==> src/rtl/gpp_pkg.sv <==
package gpp_pkg;
  localparam int unsigned ADDR_W    = 8;
  localparam int unsigned PORT_W    = 8;
  localparam int unsigned NIB_W     = 4;
  localparam int unsigned NUM_NIB   = PORT_W / NIB_W;
  localparam int unsigned NUM_EVT   = 3;
  localparam int unsigned SEL_W     = 2;
  localparam int unsigned BIT_IDX_W = $clog2(PORT_W);

  localparam logic [ADDR_W-1:0] A_DATA = 8'h70;
  localparam logic [ADDR_W-1:0] A_CTRL = 8'h74;
  localparam logic [ADDR_W-1:0] A_FUNC = 8'h75;
  localparam logic [ADDR_W-1:0] A_DIR  = 8'h77;
  localparam logic [ADDR_W-1:0] A_BIT0 = 8'h78;

  typedef logic [SEL_W-1:0] xsel_t;
endpackage

==> src/rtl/gpp_regs.sv <==
module gpp_regs
  import gpp_pkg::*;
(
  input  logic                           clk,
  input  logic                           rst_n,
  input  logic [ADDR_W-1:0]              addr,
  input  logic                           wr,
  input  logic                           rd,
  input  logic [PORT_W-1:0]              wdata,
  input  logic [PORT_W-1:0]              pin_val,
  output logic [PORT_W-1:0]              dir_q,
  output logic [PORT_W-1:0]              func_q,
  output xsel_t [NUM_NIB-1:0]            sel_q,
  output logic [PORT_W-1:0]              pre_q,
  output logic [PORT_W-1:0]              pre_nxt,
  output logic [NUM_NIB-1:0]             nib_ld,
  output logic [PORT_W-1:0]              rdata_q
);
  localparam int unsigned BIT_BLK_W = ADDR_W - BIT_IDX_W;

  logic hit_data, hit_ctrl, hit_func, hit_dir, hit_bit;
  logic [BIT_IDX_W-1:0] bit_idx;
  logic                 pre_en;
  xsel_t [NUM_NIB-1:0]  sel_nxt;
  logic [PORT_W-1:0]    rdata_nxt;

  assign hit_data = (addr == A_DATA);
  assign hit_ctrl = (addr == A_CTRL);
  assign hit_func = (addr == A_FUNC);
  assign hit_dir  = (addr == A_DIR);
  assign hit_bit  = (addr[ADDR_W-1:BIT_IDX_W] == A_BIT0[ADDR_W-1:BIT_IDX_W]);
  assign bit_idx  = addr[BIT_IDX_W-1:0];

  // Staging register next value and per-nibble load flags
  always_comb begin
    pre_nxt = pre_q;
    nib_ld  = '0;
    if (wr && hit_data) begin
      pre_nxt = wdata;
      nib_ld  = '1;
    end else if (wr && hit_bit) begin
      pre_nxt[bit_idx]                       = wdata[0];
      nib_ld[bit_idx / BIT_IDX_W'(NIB_W)]    = 1'b1;
    end
  end
  assign pre_en = |nib_ld;

  // Preload is deliberately left without reset
  always_ff @(posedge clk) begin
    if (pre_en) pre_q <= pre_nxt;
  end

  generate
    for (genvar n = 0; n < NUM_NIB; n++) begin : g_sel
      assign sel_nxt[n] = wdata[n*NIB_W +: SEL_W];
    end
  endgenerate

  always_comb begin
    rdata_nxt = '0;
    if (rd && hit_data) rdata_nxt = pin_val;
  end

  always_ff @(posedge clk or negedge rst_n) begin
    if (!rst_n) begin
      dir_q   <= '0;
      func_q  <= '0;
      sel_q   <= '0;
      rdata_q <= '0;
    end else begin
      if (wr && hit_dir)  dir_q  <= wdata;
      if (wr && hit_func) func_q <= wdata;
      if (wr && hit_ctrl) sel_q  <= sel_nxt;
      rdata_q <= rdata_nxt;
    end
  end


  reset_clear_chk: assert property (@(posedge clk)
    !rst_n |-> (dir_q == '0 && func_q == '0 && sel_q == '0));


  wo_read_zero_chk: assert property (@(posedge clk) disable iff (!rst_n)
    (rd && !hit_data) |=> (rdata_q == '0));


  bit_write_local_chk: assert property (@(posedge clk) disable iff (!rst_n)
    (wr && hit_bit) |=>
      (((pre_q ^ $past(pre_q)) & ~(PORT_W'(1) << $past(bit_idx))) == '0));


  dir_follow_chk: assert property (@(posedge clk) disable iff (!rst_n)
    (wr && hit_dir) |=> (dir_q == $past(wdata)));
endmodule

==> src/rtl/gpp_nib_out.sv <==
module gpp_nib_out
  import gpp_pkg::*;
(
  input  logic              clk,
  input  logic              rst_n,
  input  xsel_t             sel,
  input  logic              ld,
  input  logic [NIB_W-1:0]  pre_nxt,
  input  logic [NIB_W-1:0]  pre_cur,
  input  logic [NUM_EVT-1:0] evt,
  output logic [NIB_W-1:0]  out_q
);
  logic [NUM_EVT:0]   evt_ext;
  logic               imm_mode, evt_hit, out_en;
  logic [NIB_W-1:0]   out_nxt;

  assign evt_ext  = {evt, 1'b0};
  assign imm_mode = (sel == '0);
  assign evt_hit  = evt_ext[sel];

  always_comb begin
    out_en  = 1'b0;
    out_nxt = out_q;
    if (imm_mode && ld) begin
      out_en  = 1'b1;
      out_nxt = pre_nxt;
    end else if (evt_hit) begin
      out_en  = 1'b1;
      out_nxt = pre_cur;
    end
  end

  // Output register is not reset, like the staging register
  always_ff @(posedge clk) begin
    if (out_en) out_q <= out_nxt;
  end


  hold_without_event_chk: assert property (@(posedge clk) disable iff (!rst_n)
    (!imm_mode && !evt_hit) |=> $stable(out_q));


  event_copy_chk: assert property (@(posedge clk) disable iff (!rst_n)
    (!imm_mode && evt_hit) |=> (out_q == $past(pre_cur)));


  immediate_load_chk: assert property (@(posedge clk) disable iff (!rst_n)
    (imm_mode && ld) |=> (out_q == $past(pre_nxt)));
endmodule

==> src/rtl/gpp_pins.sv <==
module gpp_pins
  import gpp_pkg::*;
(
  input  logic [PORT_W-1:0] out_q,
  input  logic [PORT_W-1:0] func,
  input  logic [PORT_W-1:0] dir,
  input  logic [PORT_W-1:0] strobe,
  input  logic [PORT_W-1:0] pad_in,
  output logic [PORT_W-1:0] pad_out,
  output logic [PORT_W-1:0] pad_oe,
  output logic [PORT_W-1:0] pin_val
);
  generate
    for (genvar i = 0; i < PORT_W; i++) begin : g_pin
      assign pad_out[i] = func[i] ? strobe[i] : out_q[i];
      assign pad_oe[i]  = dir[i];
      assign pin_val[i] = dir[i] ? pad_out[i] : pad_in[i];
    end
  endgenerate
endmodule

==> src/rtl/gpio_preload_port.sv <==
module gpio_preload_port
  import gpp_pkg::*;
(
  input  logic              clk,
  input  logic              rst_n,
  input  logic [7:0]        bus_addr,
  input  logic              bus_wr,
  input  logic              bus_rd,
  input  logic [7:0]        bus_wdata,
  output logic [7:0]        bus_rdata,
  input  logic [7:0]        strobe_in,
  input  logic [2:0]        xfer_evt,
  input  logic [7:0]        pad_in,
  output logic [7:0]        pad_out,
  output logic [7:0]        pad_oe
);
  logic [1:0]            rst_sync;
  logic                  rst_i;
  logic [PORT_W-1:0]     dir_q, func_q, pre_q, pre_nxt, out_q, pin_val;
  xsel_t [NUM_NIB-1:0]   sel_q;
  logic [NUM_NIB-1:0]    nib_ld;

  // Assert asynchronously, release on the clock
  always_ff @(posedge clk or negedge rst_n) begin
    if (!rst_n) rst_sync <= '0;
    else        rst_sync <= {rst_sync[0], 1'b1};
  end
  assign rst_i = rst_sync[1];

  gpp_regs u_regs (
    .clk     (clk),
    .rst_n   (rst_i),
    .addr    (bus_addr),
    .wr      (bus_wr),
    .rd      (bus_rd),
    .wdata   (bus_wdata),
    .pin_val (pin_val),
    .dir_q   (dir_q),
    .func_q  (func_q),
    .sel_q   (sel_q),
    .pre_q   (pre_q),
    .pre_nxt (pre_nxt),
    .nib_ld  (nib_ld),
    .rdata_q (bus_rdata)
  );

  generate
    for (genvar n = 0; n < NUM_NIB; n++) begin : g_nib
      gpp_nib_out u_nib (
        .clk     (clk),
        .rst_n   (rst_i),
        .sel     (sel_q[n]),
        .ld      (nib_ld[n]),
        .pre_nxt (pre_nxt[n*NIB_W +: NIB_W]),
        .pre_cur (pre_q[n*NIB_W +: NIB_W]),
        .evt     (xfer_evt),
        .out_q   (out_q[n*NIB_W +: NIB_W])
      );
    end
  endgenerate

  gpp_pins u_pins (
    .out_q   (out_q),
    .func    (func_q),
    .dir     (dir_q),
    .strobe  (strobe_in),
    .pad_in  (pad_in),
    .pad_out (pad_out),
    .pad_oe  (pad_oe),
    .pin_val (pin_val)
  );
endmodule

==> config.mk <==
export PLATFORM = sky130hd
export DESIGN_NAME = gpio_preload_port
export DESIGN_NICKNAME = d
export VERILOG_FILES = /design/src/rtl/gpp_pkg.sv /design/src/rtl/gpp_regs.sv /design/src/rtl/gpp_nib_out.sv /design/src/rtl/gpp_pins.sv /design/src/rtl/gpio_preload_port.sv
export SDC_FILE = /design/constraint.sdc
export NUM_CORES = 1
export LEC_CHECK = 0
export ABC_AREA = 1
export BUFFER_PORTS_ARGS = -buffer_cell sky130_fd_sc_hd__buf_2
export CAP_MARGIN = 20
export CORE_ASPECT_RATIO = 1.5
export CORE_MARGIN = 2
export CORE_UTILIZATION = 56
export DETAILED_ROUTE_END_ITERATION = 16
export PLACE_DENSITY = 0.81
export SLEW_MARGIN = 20
export SYNTH_ARGS = -nofsm -noshare
export SYNTH_HDL_FRONTEND = slang
export SYNTH_SLANG_ARGS = --single-unit
==> constraint.sdc <==
create_clock -name clk -period 2.85 [get_ports clk]
set_clock_uncertainty 0.05 [all_clocks]
set_input_delay 0.4275 -clock clk [delete_from_list [all_inputs] [get_ports clk]]
set_output_delay 0.4275 -clock clk [all_outputs]
set_load 0.03 [all_outputs]
==> results.md <==
* Status: complete, no violations
* Cts bufs inserted at 5
* Worst R2R End: g_nib[0].u_nib.out_q[3]
* PD cells at 463 nW/um^2
* GRT overflow at 0
* CP endpoint: g_nib[1].u_nib.out_q[0]
* Synth Area in Compound Gates at 6.77%
* DRT iter0 DRCs at 69
* Cell variety after synth at 25
* Fmax at 499 MHz
* Largest family of logic cells by synthesized area: simple AND/OR/NAND/NOR gates
* Share of cells above drive strength 1 at 25.2%
* Setup Fix Bufs, Post-CTS at 0
* Slowest cell on the critical path: nor3_4
* Synth Area in XOR/XNOR at 0%
* Cell family with most CP delay: simple AND/OR/NAND/NOR gates
* CP most frequent cell: nand3_1
* Reg-to-reg slack, setup at 1.59 ns
* Synth Instances at 277
* Synth-to-Final Area Change at 18.0%
* RSZ-0062 raised after global routing: no
* Yosys top cell area share at 31.5%
* Yosys Warn Count at 0
* CTS sink cnt at 46
* I/O pin count at 63
* Multiplexer area fraction after synthesis at 6.66%
* Setup violators final at 0
* DRT Pass-1 Iters at 4
* Hpwl dp at 4130 um
* Root Driver: clkbuf_8
* Crit path cell chain: buf_2 > nor3_4 > nand3_2 > o21ai_0 > nand3_1 > nand3_1
* Crit path depth at 6
* Fin. Hold Viols at 0
* Most common cell after layout, fill and taps aside: nand2_1
* Initial core utilization at 57.2%
* Worst r2r src: u_regs.sel_q[0]
* Row cnt at 29
* Max Root-Sink Buffers at 2
* Worst-margin pin slew at 0.640 ns
* Global Route Usage Sum at 23.5%
* Avg Vias per Cell at 5.25
* CTS tree: yes
* Largest net degree at the start of global routing at 29
* Most frequent cells in the layout: nand2_1 (94), buf_2 (62), inv_1 (29), dfrtp_1 (29), o21ai_0 (22)
* Maxcap violations at 0
* CP max stage delay at 0.41 ns
* Worst VDD drop at 0.445 mV
* Number of global-route vias before repair at 1913
* FF+latch count, synth at 46
* Worst Setup SP: bus_addr[2]
* R2R depth at 4
* Worst-path fanout max at 11
* Max-slew violation count at 0
* Post-place setup slack at 0.567 ns
* CP arrival at 1.94 ns
* Synth Area in Simple Gates at 27.5%
* Latest clock arrival within the worst-skew pair at 0.29 ns
* H-tree depth at 2
* DRC viols at 0
* Syn_area_per_cell at 8.61 sq um
* DR WL/cell at 13.8 um
* Post-cts resize count at 0
* Nets@finish at 379
* Hold Path Class: flop to asynchronous set/reset pin
* Register area share after synthesis at 51.6%
* Number of diodes at 0
* Buffers on Ports at 62
* Chip Width at 57.3 um
* Initial antenna violation count at 0
* Global-route wire length before repair at 8770 um
* Routed Antenna Nets at 0
* Cell area after synthesis at 2380 sq um
* CTS clk-pin slew, worst paths at 0.08 ns
* Synth Area in Adders at 0%
* Fin crit period at 2.00 ns
* Post-Syn Nets at 316
* Die area at 4810 sq um
* WS Path Type: primary input to flop
* Total power at 1.30 mW
* Setup_tns at 0 ns
* Final WL at 5330 um
* Routed vias at 2033
* Leakage power at 1.45 nW
* Crit path buf inv count at 1
* GP Congestion at 0.881
* Leading post-synthesis cells by cell area: dfrtp_1 (31%), edfxtp_1 (20%), nand2_1 (15%), o21ai_0 (4.6%), inv_1 (4.6%)
* Max_slew headroom at 57.2%
* CORE AREA at 4170 sq um
* Die height at 83.9 um
* Fill count at 346
* Setup crit end kind: flop
* Fin crit share at 70.3%
* Final worst slack at 0.847 ns
* Worst Setup Start Kind: primary input
* Required time at the worst-slack endpoint at 2.78 ns
* Largest area contributor in the netlist: dfrtp_1
[worst min-delay path by stage]
stage / start / end / slack (ns) / cells past startpoint
floorplan: rst_n / rst_sync[0] / 0.08 / 0
global placement: rst_n / rst_sync[0] / 0.16 / 1
detailed placement: rst_n / rst_sync[1] / 0.16 / 1
CTS: rst_sync[0] / rst_sync[1] / 0.32 / 0
global route: rst_sync[1] / u_regs.func_q[0] / 0.28 / 0
finish: rst_sync[1] / u_regs.func_q[0] / 0.23 / 0
[cells by family (layout without fill, tap and decap cells)]
family          Yosys count  count (layout)
buf+inv                  38             102
other cells               1               1
compound gates           29              29
flops                    46              46
mux                      15              15
simple gates            148             148
[sequential cells by signal (all words and copies together) (netlist names)]
signal             count
g_nib.u_nib.out_q      8
u_regs.dir_q           8
u_regs.func_q          8
u_regs.pre_q           8
u_regs.rdata_q         8
u_regs.sel_q           4
rst_sync               2
[metrics by stage]
| stage | std cells | hold WS (ns) | instance area [sq um] | utilization (%) |
|---|---|---|---|---|
| after global routing | 387 | 0.284 | 2820 | 67.5 |
| after CTS | 387 | 0.321 | 2810 | 67.4 |
| after detailed placement | 378 | 0.163 | 2700 | 64.8 |
| after global placement | 378 | 0.162 | 2700 | 64.8 |
| after floorplan | 277 | 0.0819 | 2380 | - |
| final | 387 | 0.227 | 2820 | 67.5 |
[per-layer routing]
metal | part of all wire (%) | vias to the layer above | GRT usage (%)
li1 | - | 1035 | -
met1 | 42 | 920 | 28.8
met2 | 52 | 68 | 41.2
met3 | 4.0 | 10 | 2.48
met4 | 2.6 | 0 | 9.94
met5 | 0 | - | 0
[final cells by class]
cell class,count,area [sq um],area share [%]
Multi-Input combinational cell,193,980,34.8
Sequential cell,46,1230,43.8
Timing Repair Buffer,65,335,11.9
Clock buffer,7,97.6,3.47
Clock inverter,1,3.75,0.133
Inverter,29,109,3.87
Tap cell,46,57.6,2.04
[synth_stat cells]
cell type  instances
clkbuf_1           1
buf_4              1
nand3_1           16
nor3_4             1
nor2_2             1
a31oi_1            1
inv_1             29
a21oi_4            1
o21ai_0           22
nor2_1            15
dfrtp_1           30
mux2_2             7
a21oi_1            4
edfxtp_1          16
buf_6              3
nor3_1             1
mux2i_1            8
nand2_2            1
nand3_2            3
nand2_1           94
nand4_1           14
o21ai_2            1
nand3b_1           2
conb_1             1
buf_2              4
[timing repair]
| item | CTS | global route |
|---|---|---|
| endpoints found under the hold margin | 2 | 0 |
| endpoints found under the setup margin | 0 | 0 |
| hold buffers | 1 | 0 |
[power by group]
group,total [mW],leakage [nW],internal [mW],switching [mW]
clock,0.429,0.0510,0.224,0.205
sequential,0.725,0.548,0.704,0.0210
combinational,0.151,0.851,0.0573,0.0937
Note: power is estimated with default switching activity, not from simulation.
